File: config.mk
export PLATFORM = sky130hd
export DESIGN_NAME = ovr_monitor
export DESIGN_NICKNAME = d
export VERILOG_FILES = /design/src/rtl/ovr_monitor.sv
export SDC_FILE = /design/constraint.sdc
export NUM_CORES = 1
export LEC_CHECK = 0
export BUFFER_PORTS_ARGS = -buffer_cell sky130_fd_sc_hd__buf_2
export CAP_MARGIN = 30
export CORE_MARGIN = 4
export CORE_UTILIZATION = 25
export CTS_CLUSTER_DIAMETER = 60
export CTS_CLUSTER_SIZE = 25
export DETAILED_ROUTE_END_ITERATION = 10
export GPL_ROUTABILITY_DRIVEN = 0
export RECOVER_POWER = 50
export SYNTH_ARGS = -nofsm -noshare
export SYNTH_HDL_FRONTEND = slang
export SYNTH_SLANG_ARGS = --single-unit
File: constraint.sdc
create_clock -name clk -period 5.86 [get_ports clk]
set_clock_uncertainty 0.15 [all_clocks]
set_input_delay 0.586 -clock clk [delete_from_list [all_inputs] [get_ports clk]]
set_output_delay 0.586 -clock clk [all_outputs]
set_load 0.01 [all_outputs]
File: src/rtl/ovr_monitor.sv
module ovr_monitor #(
  parameter int          DW       = 16,
  parameter int          AW       = 2,
  parameter logic [AW-1:0] THR_ADDR = 2'd1,
  parameter logic [DW-1:0] THR_RST  = 16'hCCCC,
  parameter int          RUN_LEN  = 4,
  parameter logic [4:0]  ID_CODE  = 5'd3
) (
  input  logic          clk,
  input  logic          rst_n,
  input  logic          dec_vld,
  input  logic [DW-1:0] dec_data,
  input  logic          mod_vld,
  input  logic          mod_full,
  input  logic          reg_we,
  input  logic [AW-1:0] reg_addr,
  input  logic [DW-1:0] reg_wdata,
  input  logic          stat_rd,
  output logic          out_vld,
  output logic [DW-1:0] out_data,
  output logic          out_dvalid,
  output logic [15:0]   status_word
);
  localparam int CW = $clog2(RUN_LEN + 2);
  localparam logic [DW-1:0] MOST_NEG = {1'b1, {(DW-1){1'b0}}};
  localparam logic [DW-1:0] MOST_POS = {1'b0, {(DW-1){1'b1}}};

  logic [DW-1:0] thr_q;
  logic [CW-1:0] run_q;
  logic          ovr_q, pend_q;
  logic          ovr_d, pend_d;

  wire [DW-1:0] abs_w = !dec_data[DW-1] ? dec_data :
                        (dec_data == MOST_NEG) ? MOST_POS : -dec_data;
  wire [DW-1:0] mag_w = {abs_w[DW-2:0], 1'b0};
  wire dec_hit = dec_vld && (mag_w > thr_q);
  wire mod_hit = mod_vld && mod_full && (run_q >= CW'(RUN_LEN));

  always_comb begin
    ovr_d  = ovr_q;
    pend_d = pend_q;
    if (stat_rd && ovr_q) pend_d = 1'b1;
    if (dec_vld && pend_q && !dec_hit) ovr_d = 1'b0;
    if (dec_vld || mod_hit) pend_d = 1'b0;
    if (dec_hit || mod_hit) ovr_d = 1'b1;
  end

  always_ff @(posedge clk) begin
    if (!rst_n) begin
      thr_q    <= THR_RST;
      run_q    <= '0;
      ovr_q    <= 1'b0;
      pend_q   <= 1'b0;
      out_vld  <= 1'b0;
      out_data <= '0;
    end else begin
      if (reg_we && reg_addr == THR_ADDR) thr_q <= reg_wdata;
      if (mod_vld) begin
        if (!mod_full) run_q <= '0;
        else if (run_q != CW'(RUN_LEN + 1)) run_q <= run_q + 1'b1;
      end
      ovr_q   <= ovr_d;
      pend_q  <= pend_d;
      out_vld <= dec_vld;
      if (dec_vld) out_data <= dec_data;
    end
  end

  assign out_dvalid  = out_vld && !ovr_q;
  assign status_word = {ID_CODE, 1'b0, 1'b0, ovr_q, 8'h00};

  AST_DEC_SETS: assert property (@(posedge clk) disable iff (!rst_n)
    dec_vld && (mag_w > thr_q) |=> status_word[8]);
  AST_HIT_INVALID: assert property (@(posedge clk) disable iff (!rst_n)
    dec_hit |=> out_vld && !out_dvalid);
  AST_OUT_FOLLOWS: assert property (@(posedge clk) disable iff (!rst_n)
    dec_vld |=> out_vld && out_data == $past(dec_data));
  AST_RUN_SETS: assert property (@(posedge clk) disable iff (!rst_n)
    mod_vld && mod_full && run_q >= CW'(RUN_LEN) |=> ovr_q);
  AST_STICKY: assert property (@(posedge clk) disable iff (!rst_n)
    ovr_q && !pend_q |=> ovr_q);
  AST_RUN_BREAK: assert property (@(posedge clk) disable iff (!rst_n)
    mod_vld && !mod_full |=> run_q == '0);
endmodule

### Word level (Yosys, flattened, before mapping)

Index checks and enable logic that the tools add are counted.

| operators by class | value |
|---|---|
| add/sub/neg operators | 2 |
| order comparisons | 2 |
| equality and inequality tests | 4 |
| muxes and demuxes | 6 |
| bitwise operators | 1 |
| reductions and logical operators | 15 |

Operators with widths:

| kind | count |
|---|---|
| 15-bit two-way mux | 2 |
| 16-bit == test, second input constant | 1 |
| 16-bit greater-than comparator | 1 |
| 15-bit negation | 1 |
| 1-bit logical AND | 8 |
| 3-bit two-way mux | 2 |
| 3-bit by 1-bit adder with 3-bit output, second input constant | 1 |
| 3-bit greater-or-equal comparator, second input constant | 1 |
| 3-bit != test, second input constant | 1 |
| 2-bit by 1-bit == test with 1-bit output, second input constant | 1 |
| 1-bit logical NOT | 2 |
| 1-bit logical OR | 2 |
| 1-bit two-way mux | 2 |
| 2-bit by 1-bit != test with 1-bit output, second input constant | 1 |
| 2-bit AND reduction | 1 |
| 2-bit nonzero test | 1 |
| 2-bit OR reduction | 1 |
| 1-bit NOT | 1 |

| storage, ports and cells | value |
|---|---|
| register bits | 38 |
| input port bits | 41 |
| output and inout bits | 34 |
| word-level logic and storage cells | 36 |

### Depth between registers and ports, before layout

Gate-level depths: netlist of run 1.

| logic depth | value |
|---|---|
| word-level depth | 9 |
| mapped depth | 11 |

### Least setup slack after synthesis of run 1

Ideal clock, no wire load.

| path | value |
|---|---|
| path type | input -> register |
| start | input dec_data[2] |
| end | register ovr_q |
| library setup time | 0.132 ns |
| arrival time | 2.888 ns |
| data required time | 5.578 ns |
| path slack | 2.690 ns |
| stages on the path | 10 |
| buffers on the path | 1 |
| cell sequence | or4_1 -> buf_2 -> or2_4 -> o41ai_4 -> mux2i_1 -> ha_1 -> o21ai_0 -> nor2_1 -> a2111oi_0 -> a31oi_1 |

| on the way | value |
|---|---|
| longest elaborated chain between the ends | 8 |

RTL lines:

| item | line | source |
|---|---|---|
| start, declared | 12 | `input logic [DW-1:0] dec_data,` |
| 15-bit negation / 16-bit == test (equally long branches) | 34 | `(dec_data == MOST_NEG) ? MOST_POS : -dec_data;` |
| 15-bit two-way mux | 34 |  |
| 15-bit two-way mux * | 33 | `wire [DW-1:0] abs_w = !dec_data[DW-1] ? dec_data :` |
| 16-bit greater-than comparator * | 36 | `wire dec_hit = dec_vld && (mag_w > thr_q);` |
| 1-bit logical AND * | 36 |  |
| 1-bit logical NOT | 43 | `if (dec_vld && pend_q && !dec_hit) ovr_d = 1'b0;` |
| 1-bit logical AND | 43 |  |
| 2-bit nonzero test (no line) | n/a |  |
| end signal, assigned | 62 | `ovr_q <= ovr_d;` |
| end, declared | 30 | `logic ovr_q, pend_q;` |

Every way passes the cells marked *; elsewhere a longest branch is shown, timed or not.
A chain may end at the register's enable or synchronous reset.

### Final worst setup path of run 1

Ends and elaborated chain as after synthesis.

==> run metrics, run 1 <==
Worst VDD drop=0.00008565 V; R2R Path Start=thr_q[13]; r2r setup slk=4060 ps; status=finished clean; setup TNS=0 ps; cell area after synthesis=2371 sq um; Pleak=~0.0013 uW; proportion of layout cells with a drive suffix above 1=a little over a fifth; die width=105.4 microns; Starting Density=approximately a quarter; CP arrival=around 3400 ps; post-route ant nets=0; Starting DRT DRC Count=62; antenna cell count=0; minimum clock period=3299 ps; Skew-Pair Late Insertion Delay=280 ps; HP Class=flip-flop to flip-flop; Post-synth EDFFs=0; clock sinks=38; CTS tree=yes; crit-path cells=buf_2 -> or4_1 -> or2_4 -> o41ai_4 -> mux2i_1 -> ha_1 -> nand4_1 -> nor4_1 -> o31ai_1 -> a31oi_1; CP startpoint=dec_data[2]; final hold vios=0; RSZ-0062 raised after global routing=false; number of placement rows=35; TritonRoute pass-1 iters=4; cell with the most instances after synthesis=nand2_1; PD cells=205.3 nW/um^2; vias in the first global route=around 2000; GR Overflow Total=0; Synth Area in Simple Gates=between 20% and 30%; core area=9240 sq um; ranking of synthesized cells by area=dfxtp_1 (32%), ha_1 (9.5%), mux2i_1 (8.0%); synth warn=0; Worst-path clk slew=70 ps; die area=~11000 sq um; Root Buffer=clkbuf_8; Worst-Margin Slew=1380 ps; Post-CTS Setup Inserts=0; final core utilization=30.24%; fin nets=395; first-pass GRT wire length=9.370 mm; worst-path maximum fanout=9; initial antenna violation count=0; largest stage delay on the critical path=680 ps; GRT Total Usage=10.26%; sequential area share after synthesis=about 32%; Worst slew margin=7.981%; DR DRC count=0; top cells by count, synth=nand2_1 (43), dfxtp_1 (38), nor2b_1 (22); Req. time, crit path=5920 ps; Synth Area in Adders=9.499%; pin count of the biggest net entering global routing=39; Fmax achieved=303.1 MHz; cells after synthesis=285; Synth Flop Type=dfxtp_1; Final Cycle Share=56.29%; Max-cap violations=0; Die Span Y=between 100 and 150 microns; vias=roughly 2000; PortBufs=59; CP Capture Type=flip-flop; wire per inst=12.31 microns; Worst Setup Start Kind=input port; Vias/cell=4.265; XOR/XNOR Fraction of Synth Area=2.955%; distinct cell type count of the synthesized netlist=40; synthesized area per cell=approximately 8.3 sq um; CP max-delay cell=or4_1; WL final=around 5.7 mm; CP top delay family=simple AND/OR/NAND/NOR gates; Top-Level Pins=between 70 and 80; flops & latches, synth=38; post-cts sizing count=0; multiplexer share of the synthesized area=8.021%; post-synthesis compound-gate area fraction=16.62%; largest family of logic cells by synthesized area=simple AND/OR/NAND/NOR gates; area delta synth->final=17.84%; post-synth top area share=32.08%; cell taking the most area after synthesis=dfxtp_1; Slew Viols, Final=0; hold path startpoint=thr_q[12]; Bufs and invs on worst path=1; H-tree Lvls=2; Max Root-Sink Buffers=2; Setup CP Type=input port to flip-flop; post-DP HPWL=approximately 4.6 mm; CTS Buf Count=5; cts hold-fix bufs=0; ys async rst share=0%; Final setup violation count=0
-- routing by layer --
metal | wire length (microns) | track usage (%)
met2 | 2510 | 16.26
met3 | 254 | 2.266
met1 | 2896 | 14.22
met4 | 48 | 2.249
met5 | 0 | 0
-- final cells by class --
class / instances / area (sq um)
clock buffer: 6 / 82.58
fill: 1007 / 6446
inverter: 20 / 75.07
multi-input combinational: 211 / 1413
sequential: 38 / 760.7
tap: 129 / 161.4
timing repair buffer: 60 / 301.5
-- registers in the layout, indices dropped and copies added (netlist names) --
signal	flops
out_vld	1
ovr_q	1
out_data	16
pend_q	1
thr_q	16
run_q	3
-- path summary, 6_finish.rpt --
| check | end | cells after the start |
|---|---|---|
| max | ovr_q | 10 |
| min | thr_q[12] | 2 |
| max reg2reg | ovr_q | 6 |
| min reg2reg | thr_q[12] | 2 |
-- report_power, final --
part           internal [uW]  leakage (uW)  switching (uW)
Sequential               271      0.000312            6.39
Clock                   90.7     0.0000431            86.0
Combinational           51.8      0.000972            67.8
-- worst register-to-register path, delay by kind of cell, from the launching register on --
family,cells,cell delay (ps)
and+or+nand+nor,2,580
AOI/OAI and AO/OA,2,320
DFF,1,330
buffers and inverters,1,60
adders and majority gates,1,290
-- logic make-up after synthesis --
family | Yosys count
fa+ha+maj | 18
buf+inv | 49
flops | 38
other cells | 2
compound gates | 57
simple gates | 94
xor+xnor | 8
mux | 19
-- cells in the final DEF (no fill, tap or decap), drive strengths merged, types with 5 or more instances in the layout --
cell and instances:
ha 18, clkbuf 7, nor2 7, nand2 43
o21ai 8, inv 20, dfxtp 38, a21oi 15
mux2i 19, a21boi 8, conb 15, buf 59
o211ai 8, xor2 8, nor2b 22, o31ai 5
-- through the flow --
step	power (uW)	cells	hold slack (ps)	area [sq um]	worst slack [ps]
floorplan	366.5	298	289.4	2420	2690
global placement	399.8	458	308.5	2713	2371
detailed placement	402.9	458	312.3	2713	2286
CTS	586.4	464	322.3	2795	2589
global route	615.3	464	358.0	2794	2290
finish	573.7	464	324.8	2794	2561
No activity file was read; power rests on OpenSTA's default activity.
==> run 2, diff against run 1 <==
- clock period: 5.86 -> 3.33 ns (I/O delays scaled with it)
==> run 2 against run 1 <==
Critical path depth unchanged. Global-route usage grew 0.17 points. Count of clock-buffer cells in the layout stayed put. Utilization is 0.16 points higher. Worst hold slack worse by 200 ps. Wire length fell by 0.88%. Non-clock buffer count up 2. Clock power up 76%. Worst setup slack worse by 2200 ps. Sequential share of layout area shrank 0.15 points. Final cell count up 0.43%.
==> run metrics, run 2 (synthesized netlist as in run 1, its figures left out) <==
Top-Level Pins=75 (unchanged); Final setup violation count=0 (unchanged); hold path startpoint=reg_wdata[14] (was thr_q[12]); filler cell count=1001 (was 1007); CP Capture Type=flip-flop (unchanged); Die Span Y=105.4 microns (unchanged); total power=1009 uW (was 573.7 uW); Starting Density=25.66% (unchanged); RSZ-0062 raised after global routing=false (unchanged); Slew Viols, Final=0 (unchanged); minimum clock period=3001 ps; Skew-Pair Late Insertion Delay=280 ps (about the same); proportion of layout cells with a drive suffix above 1=21.66% (was 21.19%); Setup CP Type=input port to flip-flop (unchanged); Worst-Margin Slew=1365 ps (was 1380 ps); commonest non-fill, non-tap cell in the layout=buf_2 (unchanged); CP arrival=3010 ps (was 3360 ps); biggest regs=out_data (16), thr_q (16), run_q (3) (unchanged); HP Class=input port to flip-flop (was flip-flop to flip-flop); Req. time, crit path=3340 ps (was 5920 ps); Worst slew margin=8.994% (was 7.981%); core area=9240 sq um (unchanged); CP startpoint=dec_data[2] (unchanged); pre-CTS WS=51.28 ps (was 2286 ps); Pleak=0.001336 uW (was 0.001327 uW); final non-filler cell area=2809 sq um (was 2794 sq um); DR DRC count=0 (unchanged); Starting DRT DRC Count=67 (was 62); Hold WS=129.1 ps (was 324.8 ps); Final Cycle Share=90.11%; GR Overflow Total=0 (unchanged); fin worst setup slack=329.3 ps (was 2561 ps); vias=2023 (was 1979); vias in the first global route=1933 (was 1987); die width=105.4 microns (unchanged); Worst VDD drop=0.0001535 V (was 0.00008565 V); first-pass GRT wire length=9.508 mm (was 9.370 mm); post-cts sizing count=0 (unchanged); status=finished clean (unchanged); Worst-path clk slew=70 ps (about the same); CTS tree=yes (unchanged); cts hold-fix bufs=0 (unchanged); post-route ant nets=0 (unchanged); multi-input logic area=1413 sq um (unchanged); clock sinks=38 (unchanged); initial antenna violation count=0 (unchanged); GRT Total Usage=10.43% (was 10.26%); setup TNS=0 ps (unchanged); Fmax achieved=333.3 MHz; WL final=5.660 mm (was 5.710 mm); Root Buffer=clkbuf_8 (unchanged); wire per inst=12.15 microns (was 12.31 microns); Worst Setup Start Kind=input port (unchanged); area delta synth->final=18.47% (was 17.84%); post-DP HPWL=4.588 mm (was 4.567 mm); Vias/cell=4.341 (was 4.265); TritonRoute pass-1 iters=4 (unchanged); H-tree Lvls=2 (unchanged); placed cell area=2728 sq um (was 2713 sq um); antenna cell count=0 (unchanged); PD cells=359.3 nW/um^2 (was 205.3 nW/um^2); die area=11110 sq um (unchanged); fin nets=397 (was 395); R2R Path Start=thr_q[13] (unchanged); number of placement rows=35 (unchanged); Max Root-Sink Buffers=2 (unchanged); worst-path maximum fanout=9 (unchanged); most frequent cells in the layout=buf_2 (58), nand2_1 (43), dfxtp_1 (38) (unchanged); CTS Buf Count=5 (unchanged); Post-CTS Setup Inserts=0 (unchanged); Max-cap violations=0 (unchanged); final hold vios=0 (unchanged); pin count of the biggest net entering global routing=39 (unchanged); register area=760.7 sq um (unchanged); PortBufs=59 (unchanged)
## run 2: through the flow
stage          instances  utilization, %
3_3_place_gp         460           29.52
4_1_cts              466           30.41
2_1_floorplan        298               -
6_report             466           30.40
3_5_place_dp         460           29.52
5_1_grt              466           30.40
## run 2: layout make-up
class	instances	area share, %
well taps	129	5.746
multi-input cells	211	50.29
clock buffers	6	2.940
inverters	20	2.673
flip-flops and latches	38	27.08
repair buffers	62	11.27
## run 2: final timing paths
path / to / slack, ps / depth (start not counted)
max: ovr_q / 330 / 10
min: thr_q[14] / 130 / 3
max reg2reg: ovr_q / 1560 / 6
min reg2reg: thr_q[13] / 320 / 2
## run 2: critical path, stage by stage
cell	delay, ps
buf_2	130
or4_1	680
or2_4	320
o41ai_4	290
mux2i_1	270
ha_1	270
o21ai_0	140
nor2_1	60
a2111oi_0	380
a31oi_1	130
## run 2: routing by layer
metal / track usage [%] / vias up / wire length, microns
met5: 0 / - / 0
met4: 2.249 / 0 / 48
met3: 2.633 / 5 / 334
met2: 15.94 / 52 / 2498
met1: 14.76 / 923 / 2778
li1: - / 1043 / -
## run 2: report_power, final
group	internal [uW]	total [uW]	switching, uW
Clock	160	312	152
Sequential	477	488	11.3
Combinational	90.7	209	119
==> run 3, diff against run 2 <==
- ABC_AREA: default -> 1
==> run 3 against run 2 <==
Count of clock-buffer cells in the layout up 1. Flip-flop and latch count stayed put. Total power increased by 1.2%. Via count rose by 11%.
==> run metrics, run 3 <==
R2R Path Start=thr_q[15] (was thr_q[13]); TritonRoute pass-1 iters=4 (unchanged); fin nets=442 (was 397); vias=2238 (was 2023); DRT met1 WL=2.687 mm (was 2.778 mm); worst-path maximum fanout=14 (was 9); PortBufs=59 (unchanged); WL met3=521 microns (was 334 microns); CP arrival=2410 ps (was 3010 ps); clock sinks=38 (unchanged); GR Overflow Total=0 (unchanged); flops & latches, synth=38 (unchanged); cell with the most instances after synthesis=nand2_1 (unchanged); Root Buffer=clkbuf_8 (unchanged); Starting DRT DRC Count=135 (was 67); Worst-Margin Slew=971.6 ps (was 1365 ps); hold path startpoint=reg_wdata[11] (was reg_wdata[14]); final hold vios=0 (unchanged); post-DP HPWL=4.789 mm (was 4.588 mm); Worst VDD drop=0.0001431 V (was 0.0001535 V); die width=104.4 microns (was 105.4 microns); number of placement rows=34 (was 35); Final Cycle Share=71.41% (was 90.11%); fin worst setup slack=952.2 ps (was 329.3 ps); CP startpoint=dec_data[0] (was dec_data[2]); Starting Density=26.13% (was 25.66%); first-pass GRT wire length=9.818 mm (was 9.508 mm); initial antenna violation count=1 (was 0); Synth Flop Type=dfxtp_1 (unchanged); synthesized area per cell=7.020 sq um (was 8.319 sq um); Die Span Y=104.4 microns (was 105.4 microns); Vias/cell=4.549 (was 4.341); antenna cell count=0 (unchanged); cells after synthesis=331 (was 285); post-cts sizing count=0 (unchanged); commonest non-fill, non-tap cell in the layout=nand2_1 (was buf_2); Hold WS=110.8 ps (was 129.1 ps); most frequent cells in the layout=nand2_1 (67), inv_1 (42), nand3_1 (42) (was buf_2 (58), nand2_1 (43), dfxtp_1 (38)); CTS Buf Count=5 (unchanged); cell area after synthesis=2323 sq um (was 2371 sq um); Pleak=0.001372 uW (was 0.001336 uW); distinct cell type count of the synthesized netlist=30 (was 40); wire per inst=12.15 microns (about the same); Final setup violation count=0 (unchanged); pre-CTS WS=634.8 ps (was 51.28 ps); Post-CTS Setup Inserts=0 (unchanged); post-route ant nets=0 (unchanged); cts hold-fix bufs=0 (unchanged); die area=10900 sq um (was 11110 sq um); Crit path top cell by count=nand2_1; DR WL met2=2.722 mm (was 2.498 mm); crit-path cells=buf_2 -> inv_1 -> ha_1 -> nand3_2 -> nor2_2 -> nand2_2 -> nor2_4 -> nand4_4 -> nand2_1 -> o21ai_0 -> inv_1 -> ha_1 -> nand2_1 -> inv_1 -> nand2_1 -> nand2_1 -> nand2_1 -> nand2_1 -> nand2_1 -> nand2_1 -> nand2_1 -> a21oi_1 (was buf_2 -> or4_1 -> or2_4 -> o41ai_4 -> mux2i_1 -> ha_1 -> o21ai_0 -> nor2_1 -> a2111oi_0 -> a31oi_1); Skew-Pair Late Insertion Delay=290 ps (was 280 ps); vias in the first global route=2067 (was 1933); CP Capture Type=flip-flop (unchanged); Max Root-Sink Buffers=2 (unchanged); status=finished clean (unchanged); Top Layer Used=met5 (was met4); Post-synth EDFFs=0 (unchanged); reg2reg end=ovr_q (unchanged); post-synth top area share=32.74% (was 32.08%); setup TNS=0 ps (unchanged); CP max-delay cell=nand4_4 (was or4_1); proportion of layout cells with a drive suffix above 1=15.36% (was 21.66%); minimum clock period=2378 ps (was 3001 ps); H-tree Lvls=2 (unchanged); synth warn=0 (unchanged); DR DRC count=0 (unchanged); Worst Setup EP=ovr_q (unchanged); area delta synth->final=16.16% (was 18.47%); Setup CP Type=input port to flip-flop (unchanged); final non-filler cell area=2699 sq um (was 2809 sq um); WL final=5.978 mm (was 5.660 mm); cells on worst reg2reg path=10 (was 6); ranking of synthesized cells by area=dfxtp_1 (33%), nand2_1 (11%), ha_1 (9.7%) (was dfxtp_1 (32%), ha_1 (9.5%), mux2i_1 (8.0%)); Fmax achieved=420.6 MHz (was 333.3 MHz); cell taking the most area after synthesis=dfxtp_1 (unchanged); RSZ-0062 raised after global routing=false (unchanged); pin count of the biggest net entering global routing=37 (was 39); placed cell area=2634 sq um (was 2728 sq um); biggest regs=out_data (16), thr_q (16), run_q (3) (unchanged); PD cells=378.6 nW/um^2 (was 359.3 nW/um^2); GRT Total Usage=10.89% (was 10.43%); Req. time, crit path=3360 ps (was 3340 ps); largest stage delay on the critical path=230 ps (was 680 ps); Worst-path clk slew=70 ps (about the same); Worst slew margin=34.98% (was 8.994%); HP Class=input port to flip-flop (unchanged); Max-cap violations=0 (unchanged); Slew Viols, Final=0 (unchanged); sequential area share after synthesis=32.74% (was 32.08%); CTS tree=yes (unchanged); Worst Setup Start Kind=input port (unchanged); r2r setup slk=1820 ps (was 1560 ps); core area=8891 sq um (was 9240 sq um); ys async rst share=0% (unchanged); Top-Level Pins=75 (unchanged); top cells by count, synth=nand2_1 (67), inv_1 (42), nand3_1 (42) (was nand2_1 (43), dfxtp_1 (38), nor2b_1 (22))
run 3: worst max-delay path, delay by kind of cell:
family / cells / cell delay (ps)
buf+inv: 4 / 310
fa+ha+maj: 2 / 410
simple gates: 14 / 1200
compound gates: 2 / 130
run 3: metal layers:
| metal | vias to the layer above | global-route usage, % |
|---|---|---|
| met5 | - | 0 |
| met4 | 2 | 1.899 |
| met3 | 6 | 5.152 |
| met2 | 70 | 17.67 |
| met1 | 1008 | 13.28 |
| li1 | 1152 | - |
run 3: metrics by stage:
stage,std cells,util [%],total power (uW)
after floorplan,344,-,646.0
final,492,30.35,1022
after global placement,484,29.62,700.6
after detailed placement,484,29.62,706.0
after global routing,492,30.35,1085
after CTS,492,30.65,1039
run 3: how the worst min path moves through the flow:
| stage | endpoint | slack [ps] | depth (start not counted) |
|---|---|---|---|
| finish | thr_q[11] | 110 | 3 |
| global route | thr_q[3] | 110 | 3 |
| CTS | thr_q[11] | 110 | 3 |
| detailed placement | thr_q[1] | 310 | 2 |
| global placement | thr_q[0] | 300 | 2 |
| floorplan | thr_q[0] | 280 | 2 |
run 3: logic make-up (layout without fill, tap and decap cells):
group / count (synthesis) / in the layout / synth area share, %
AO/OA/AOI/OAI: 57 / 57 / 13.41
XOR/XNOR: 2 / 2 / 0.7540
adder cells (fa/ha/maj): 18 / 18 / 9.693
buffers and inverters: 72 / 112 / 14.54
flip-flops: 38 / 38 / 32.74
other: 2 / 15 / 0.3232
AND/OR/NAND/NOR: 142 / 142 / 28.54
run 3: layout make-up:
class                   count  area [sq um]
flip-flops and latches     38         760.7
clock buffers               7         86.33
multi-input cells         234          1271
fillers                   986          6192
inverters                  45         168.9
clock inverters             1         5.005
well taps                 108         135.1
repair buffers             59         271.5
run 3: power by group:
group | switching, uW | internal [uW] | leakage (uW)
logic | 128 | 73.9 | 0.00101
registers | 10.5 | 479 | 0.000312
clock network | 163 | 167 | 0.0000482
total | 302 | 720 | 0.00137
